**src/rtl/ptw_pkg.sv**
```systemverilog
package ptw_pkg;
  localparam int CODE_W = 5;

  localparam int BIT_P  = 0;
  localparam int BIT_RW = 1;
  localparam int BIT_US = 2;
  localparam int BIT_A  = 5;
  localparam int BIT_D  = 6;
  localparam int BIT_PS = 7;

  typedef enum logic [1:0] {
    ACC_READ  = 2'd0,
    ACC_WRITE = 2'd1,
    ACC_FETCH = 2'd2
  } acc_kind_e;

  typedef enum logic [2:0] {
    ST_IDLE,
    ST_DIR,
    ST_TBL,
    ST_UPD_DIR,
    ST_UPD_TBL,
    ST_RESP
  } walk_state_e;
endpackage

```
**src/rtl/ptw_addr_gen.sv**
```systemverilog
module ptw_addr_gen #(
  parameter int IDX_W = 10,
  parameter int OFS_W = 12,
  localparam int AW = 2 * IDX_W + OFS_W,
  localparam int FW = AW - OFS_W
) (
  input  logic [FW-1:0] base,
  input  logic [AW-1:0] va,
  input  logic [FW-1:0] dir_frame,
  input  logic [FW-1:0] tbl_frame,
  output logic [AW-1:0] dir_addr,
  output logic [AW-1:0] tbl_addr,
  output logic [AW-1:0] pa_large,
  output logic [AW-1:0] pa_small
);
  localparam int EB = OFS_W - IDX_W;

  assign dir_addr = {base, va[AW-1 -: IDX_W], {EB{1'b0}}};
  assign tbl_addr = {dir_frame, va[AW-IDX_W-1 -: IDX_W], {EB{1'b0}}};
  assign pa_large = {dir_frame[FW-1 -: IDX_W], va[AW-IDX_W-1:0]};
  assign pa_small = {tbl_frame, va[OFS_W-1:0]};
endmodule

```
**src/rtl/ptw_perm_chk.sv**
```systemverilog
module ptw_perm_chk
  import ptw_pkg::*;
(
  input  logic              dir_rw,
  input  logic              dir_us,
  input  logic              fin_rw,
  input  logic              fin_us,
  input  logic              is_wr,
  input  logic              is_fetch,
  input  logic              user,
  output logic              viol,
  output logic [CODE_W-1:0] code_np,
  output logic [CODE_W-1:0] code_pv
);
  logic user_ok, write_ok;

  always_comb begin
    user_ok  = !user || (dir_us && fin_us);
    write_ok = !(user && is_wr) || (dir_rw && fin_rw);
    viol     = !(user_ok && write_ok);
    code_np  = {is_fetch, 1'b0, user, is_wr, 1'b0};
    code_pv  = {is_fetch, 1'b0, user, is_wr, 1'b1};
  end
endmodule

```
**src/rtl/ptw_walker.sv**
```systemverilog
module ptw_walker
  import ptw_pkg::*;
#(
  parameter int IDX_W = 10,
  parameter int OFS_W = 12,
  localparam int AW = 2 * IDX_W + OFS_W,
  localparam int FW = AW - OFS_W
) (
  input  logic              clk,
  input  logic              rst,
  input  logic              req_valid,
  input  logic [AW-1:0]     req_vaddr,
  input  logic [1:0]        req_kind,
  input  logic              req_user,
  input  logic [FW-1:0]     dir_base,
  output logic              busy,
  output logic              mem_req,
  output logic              mem_we,
  output logic [AW-1:0]     mem_addr,
  output logic [AW-1:0]     mem_wdata,
  input  logic              mem_ack,
  input  logic [AW-1:0]     mem_rdata,
  output logic              rsp_valid,
  output logic              rsp_fault,
  output logic [CODE_W-1:0] rsp_code,
  output logic [AW-1:0]     rsp_paddr,
  output logic [OFS_W-1:0]  rsp_attr
);
  walk_state_e state;
  logic [AW-1:0] va_q, pde_q, pte_q;
  logic [FW-1:0] base_q;
  logic [1:0]    kind_q;
  logic          user_q, large_q, tbl_upd_q;

  logic          is_wr, is_fetch;
  logic [AW-1:0] va_src, dir_src, flag_a, flag_ad, new_ent;
  logic [FW-1:0] base_src;
  logic [AW-1:0] dir_addr, tbl_addr, pa_large, pa_small;
  logic          viol;
  logic [CODE_W-1:0] code_np, code_pv;

  always_comb begin
    is_wr    = (kind_q == ACC_WRITE);
    is_fetch = (kind_q == ACC_FETCH);
    va_src   = (state == ST_IDLE) ? req_vaddr : va_q;
    base_src = (state == ST_IDLE) ? dir_base : base_q;
    dir_src  = (state == ST_DIR) ? mem_rdata : pde_q;
    flag_a   = '0;
    flag_a[BIT_A] = 1'b1;
    flag_ad  = flag_a;
    flag_ad[BIT_D] = is_wr;
    new_ent  = mem_rdata | flag_ad;
  end

  ptw_addr_gen #(.IDX_W(IDX_W), .OFS_W(OFS_W)) u_addr (
    .base      (base_src),
    .va        (va_src),
    .dir_frame (dir_src[AW-1:OFS_W]),
    .tbl_frame (mem_rdata[AW-1:OFS_W]),
    .dir_addr  (dir_addr),
    .tbl_addr  (tbl_addr),
    .pa_large  (pa_large),
    .pa_small  (pa_small)
  );

  ptw_perm_chk u_perm (
    .dir_rw   (dir_src[BIT_RW]),
    .dir_us   (dir_src[BIT_US]),
    .fin_rw   (mem_rdata[BIT_RW]),
    .fin_us   (mem_rdata[BIT_US]),
    .is_wr    (is_wr),
    .is_fetch (is_fetch),
    .user     (user_q),
    .viol     (viol),
    .code_np  (code_np),
    .code_pv  (code_pv)
  );

  always_ff @(posedge clk) begin
    if (rst) begin
      state     <= ST_IDLE;
      busy      <= 1'b0;
      mem_req   <= 1'b0;
      mem_we    <= 1'b0;
      mem_addr  <= '0;
      mem_wdata <= '0;
      rsp_valid <= 1'b0;
      rsp_fault <= 1'b0;
      rsp_code  <= '0;
      rsp_paddr <= '0;
      rsp_attr  <= '0;
      va_q      <= '0;
      pde_q     <= '0;
      pte_q     <= '0;
      base_q    <= '0;
      kind_q    <= 2'd0;
      user_q    <= 1'b0;
      large_q   <= 1'b0;
      tbl_upd_q <= 1'b0;
    end else begin
      rsp_valid <= 1'b0;
      unique case (state)
        ST_IDLE: begin
          if (req_valid) begin
            va_q     <= req_vaddr;
            base_q   <= dir_base;
            kind_q   <= req_kind;
            user_q   <= req_user;
            busy     <= 1'b1;
            mem_req  <= 1'b1;
            mem_we   <= 1'b0;
            mem_addr <= dir_addr;
            state    <= ST_DIR;
          end
        end
        ST_DIR: begin
          if (mem_ack) begin
            large_q <= mem_rdata[BIT_PS];
            if (!mem_rdata[BIT_P]) begin
              mem_req   <= 1'b0;
              rsp_fault <= 1'b1;
              rsp_code  <= code_np;
              state     <= ST_RESP;
            end else if (mem_rdata[BIT_PS]) begin
              pde_q     <= new_ent;
              rsp_paddr <= pa_large;
              rsp_attr  <= new_ent[OFS_W-1:0];
              if (viol) begin
                mem_req   <= 1'b0;
                rsp_fault <= 1'b1;
                rsp_code  <= code_pv;
                state     <= ST_RESP;
              end else if (new_ent != mem_rdata) begin
                mem_we    <= 1'b1;
                mem_addr  <= dir_addr;
                mem_wdata <= new_ent;
                rsp_fault <= 1'b0;
                rsp_code  <= '0;
                state     <= ST_UPD_DIR;
              end else begin
                mem_req   <= 1'b0;
                rsp_fault <= 1'b0;
                rsp_code  <= '0;
                state     <= ST_RESP;
              end
            end else begin
              pde_q    <= mem_rdata;
              mem_addr <= tbl_addr;
              state    <= ST_TBL;
            end
          end
        end
        ST_TBL: begin
          if (mem_ack) begin
            pte_q     <= new_ent;
            tbl_upd_q <= (new_ent != mem_rdata);
            rsp_paddr <= pa_small;
            rsp_attr  <= new_ent[OFS_W-1:0];
            if (!mem_rdata[BIT_P] || viol) begin
              mem_req   <= 1'b0;
              rsp_fault <= 1'b1;
              rsp_code  <= mem_rdata[BIT_P] ? code_pv : code_np;
              state     <= ST_RESP;
            end else begin
              rsp_fault <= 1'b0;
              rsp_code  <= '0;
              if (!pde_q[BIT_A]) begin
                pde_q     <= pde_q | flag_a;
                mem_we    <= 1'b1;
                mem_addr  <= dir_addr;
                mem_wdata <= pde_q | flag_a;
                state     <= ST_UPD_DIR;
              end else if (new_ent != mem_rdata) begin
                mem_we    <= 1'b1;
                mem_addr  <= tbl_addr;
                mem_wdata <= new_ent;
                state     <= ST_UPD_TBL;
              end else begin
                mem_req <= 1'b0;
                state   <= ST_RESP;
              end
            end
          end
        end
        ST_UPD_DIR: begin
          if (mem_ack) begin
            if (!large_q && tbl_upd_q) begin
              mem_addr  <= tbl_addr;
              mem_wdata <= pte_q;
              state     <= ST_UPD_TBL;
            end else begin
              mem_req <= 1'b0;
              mem_we  <= 1'b0;
              state   <= ST_RESP;
            end
          end
        end
        ST_UPD_TBL: begin
          if (mem_ack) begin
            mem_req <= 1'b0;
            mem_we  <= 1'b0;
            state   <= ST_RESP;
          end
        end
        ST_RESP: begin
          rsp_valid <= 1'b1;
          busy      <= 1'b0;
          mem_we    <= 1'b0;
          state     <= ST_IDLE;
        end
        default: state <= ST_IDLE;
      endcase
    end
  end
endmodule

```
**config.mk**
```make
export PLATFORM = sky130hd
export DESIGN_NAME = ptw_walker
export DESIGN_NICKNAME = d
export VERILOG_FILES = /design/src/rtl/ptw_pkg.sv /design/src/rtl/ptw_addr_gen.sv /design/src/rtl/ptw_perm_chk.sv /design/src/rtl/ptw_walker.sv
export SDC_FILE = /design/constraint.sdc
export NUM_CORES = 1
export LEC_CHECK = 0
export ABC_AREA = 1
export CAP_MARGIN = 20
export CORE_MARGIN = 5
export CORE_UTILIZATION = 40
export DETAILED_ROUTE_END_ITERATION = 6
export PLACE_DENSITY_LB_ADDON = 0.15
export REMOVE_ABC_BUFFERS = 1
export SLEW_MARGIN = 20
export SYNTH_ARGS = -nofsm -noshare
export SYNTH_HDL_FRONTEND = slang
export SYNTH_SLANG_ARGS = --single-unit
```
**constraint.sdc**
```tcl
create_clock -name clk -period 2.3 [get_ports clk]
set_input_delay 0.575 -clock clk [delete_from_list [all_inputs] [get_ports clk]]
set_output_delay 0.575 -clock clk [all_outputs]
set_load 0.005 [all_outputs]
```
==> metrics.cfg <==
[yosys]
synth-compound-area-share = 0.2033
ys_async_sr_fraction = 0
synth_cell_types = 33
ys_seq_area_frac = 0.4255
synth_warnings = 0
synth_fa_ha_area_frac = 0
synthXorXnorAreaFrac = 0
synthCells = 1692
yosys-top-cells-area = dfxtp_1, nand2_1, o21ai_0
synth.area.mux_share = 0
synth_top_family_by_area = simple AND/OR/NAND/NOR gates
yosysTopAreaCellShare = 0.4255
ys_ff_latch = 239
yosys_most_used_dff = dfxtp_1
synth_edf_count = 0
yosysTopAreaCell = dfxtp_1
syn_area_um2 = 11250
avgSynthCellArea_um2 = 6.646
synth-simple-area-share = 0.2691

[routing]
totalWireLength_um = 36200
dr.first_iter.drc_count = 764
drtAntennaViolNets = 0
drc = 0
dr.pass1.iters = 6
via_per_inst = 4.989
routedWlPerCell_um = 15.89
vias = 11370

[global_routing]
antenna_found_initial = 1
grt_pass1_wl_um = 58090
grt_max_degree = 61
grt_remaining_overflow = 0
grt_use_total = 0.2265
grt_pass1_vias = 10750

[timing]
slew_viol_final = 0
fmax_mhz = 472.6
finClkSkew_ns = 0.01550
tightestPinTransition_ns = 0.8171
setup_viol = 0
max-slew-margin-rel = 0.4532
finalHoldViolCount = 0
layout_setup_ws_ns = 0.1841
finalCritPeriodShare = 0.9200
fin_crit_ns = 2.116
rsz0062_at_grt = no

[cells_and_area]
diodes = 0
final_nets = 1972
drive_gt1_frac = 0.07575
num-fill-cells = 2783
syn2layout_area_growth_pct = 32.57

[setup_path]
worst-path-max-fanout = 38
start_kind = flip-flop
crit_chain = buf_4, inv_1, nand2_2, nor2_1, buf_4, nor3_4, buf_12, nand2_1, o21ai_0, nor2_1, nor2_1
slowest_delay_ns = 0.52
cp.required_ns = 2.78
cp_common_cell = nor2_1
cpMaxStageDelayCell = dfxtp_1
critPathArrivalTime_ns = 2.60
end_kind = flip-flop
worstSetupPathType = flip-flop to flip-flop

[die]
num_rows = 61
die_w_um = 177.7
fp.dieH_um = 177.7
core_um2 = 27780
die-area_um2 = 31570
ios = 209
initial_core_util = 0.4048

[clock_network]
clk-insertion-delay-late_ns = 0.54
cts_setup_buffers = 0
cts_buffer_depth = 3
clock_tree.root_cell = clkbuf_16
cts_tree = done
cts_htree_levels = 1
path_clk_slew_ns = 0.06
numCtsBuffers = 28
cts.sink_count = 239

[run]
maxCapViolations = 0

[power]
ir_drop_mv = 0.5574
p_leak_nw = 6.439
p_per_area_nw_per_um2 = 1253
total_power_mw = 18.69

[placement]
gp_congestion = 0.8789
hpwl_um = 23920
post-place-ws_ns = -0.07981
port_buffers = 205

[worst_hold_path]
hp-class = input pin to flip-flop

[outcome]
status = finished clean

[critical path: cells and delay by family, from the launching register on]
family / cells / cell delay [ns]
DFF: 1 / 0.52
AOI/OAI and AO/OA: 1 / 0.09
and+or+nand+nor: 6 / 0.71
buffers and inverters: 4 / 0.71
[report_power, final]
group          switching, mW  total, mW  internal, mW
registers              0.572       5.80          5.23
logic                   4.91       8.49          3.58
clock network           1.79       4.40          2.60
total                   7.28       18.7          11.4
[cells by family (layout without fill, tap and decap cells)]
family | after synthesis | in the layout
buf+inv | 283 | 490
flops | 239 | 239
other cells | 1 | 3
compound gates | 417 | 417
simple gates | 752 | 752
[sequential cells by signal, indices dropped and copies added, names as in the netlist, 12 cells and up]
signal,cells
mem_wdata,32
pde_q,32
pte_q,32
rsp_paddr,32
va_q,32
mem_addr,30
base_q,20
rsp_attr,12
[path summary, 6_finish.rpt]
path,start,endpoint,slack [ns],cells past startpoint
max,state[0]$_SDFFE_PP0P_,mem_addr[27]$_SDFFE_PP0P_,0.18,11
min,rst,mem_addr[7]$_SDFFE_PP0P_,0.44,4
max reg2reg,state[0]$_SDFFE_PP0P_,mem_addr[27]$_SDFFE_PP0P_,0.18,11
min reg2reg,va_q[5]$_SDFFE_PP0P_,va_q[5]$_SDFFE_PP0P_,0.45,2
[Yosys cell counts (11+ instances only)]
cell,instances
a211oi_1,22
a21oi_1,122
buf_1,12
buf_2,36
clkbuf_1,55
dfxtp_1,239
inv_1,157
nand2_1,429
nand3_1,54
nor2_1,234
o211ai_1,37
o21ai_0,199
o21ai_1,11
[cell type report]
cell class | count | area, µm² | share of cell area
multi-input combinational | 1172 | 5356 | 0.3593
sequential | 239 | 4785 | 0.3209
timing repair buffer | 270 | 2746 | 0.1842
clock buffer | 39 | 783.3 | 0.05254
inverter | 170 | 643.1 | 0.04314
tap | 378 | 473.0 | 0.03172
clock inverter | 11 | 121.4 | 0.008141
[cell usage in the layout (no fill, tap or decap), drive strengths merged]
master         instances
o22ai                 10
o21ai                210
or2                    2
conb                   3
bufinv                 2
a211oi                22
clkbuf                39
buf                   67
inv                  168
o21a                  10
nor3b                  1
nand3                 59
nand2                438
clkinv                 9
nor3                   3
nand4                  7
nand3b                 2
o211ai                37
clkdlybuf4s50        203
a31oi                  1
o21bai                 4
a21o                   1
nor2                 240
clkinvlp               2
a21oi                122
dfxtp                239
[repair_timing]
item                       CTS  global route
hold buffers                 0             0
setup endpoints to repair    0             3
resized for setup            0             2
[metal layers]
| metal | track usage | up-vias | wire length, µm |
|---|---|---|---|
| met3 | 0.04964 | 42 | 2467 |
| met5 | 0 | - | 20 |
| li1 | - | 5801 | - |
| met1 | 0.3029 | 5206 | 16450 |
| met4 | 0.04447 | 2 | 523 |
| met2 | 0.3792 | 318 | 16740 |
[metrics by stage]
stage	instances	hold slack, ns	TNS [ns]	cell area [µm²]	util
finish	2279	0.4431	0	14910	0.5366
global route	2279	0.4529	0	14910	0.5366
CTS	2279	0.4408	0	14900	0.5364
detailed placement	2229	0.4387	-2.485	14000	0.5039
global placement	2229	0.4315	-3.194	14000	0.5039
floorplan	1581	0.4247	-238.81	10750	-
Note: power is estimated with default switching activity, not from simulation.
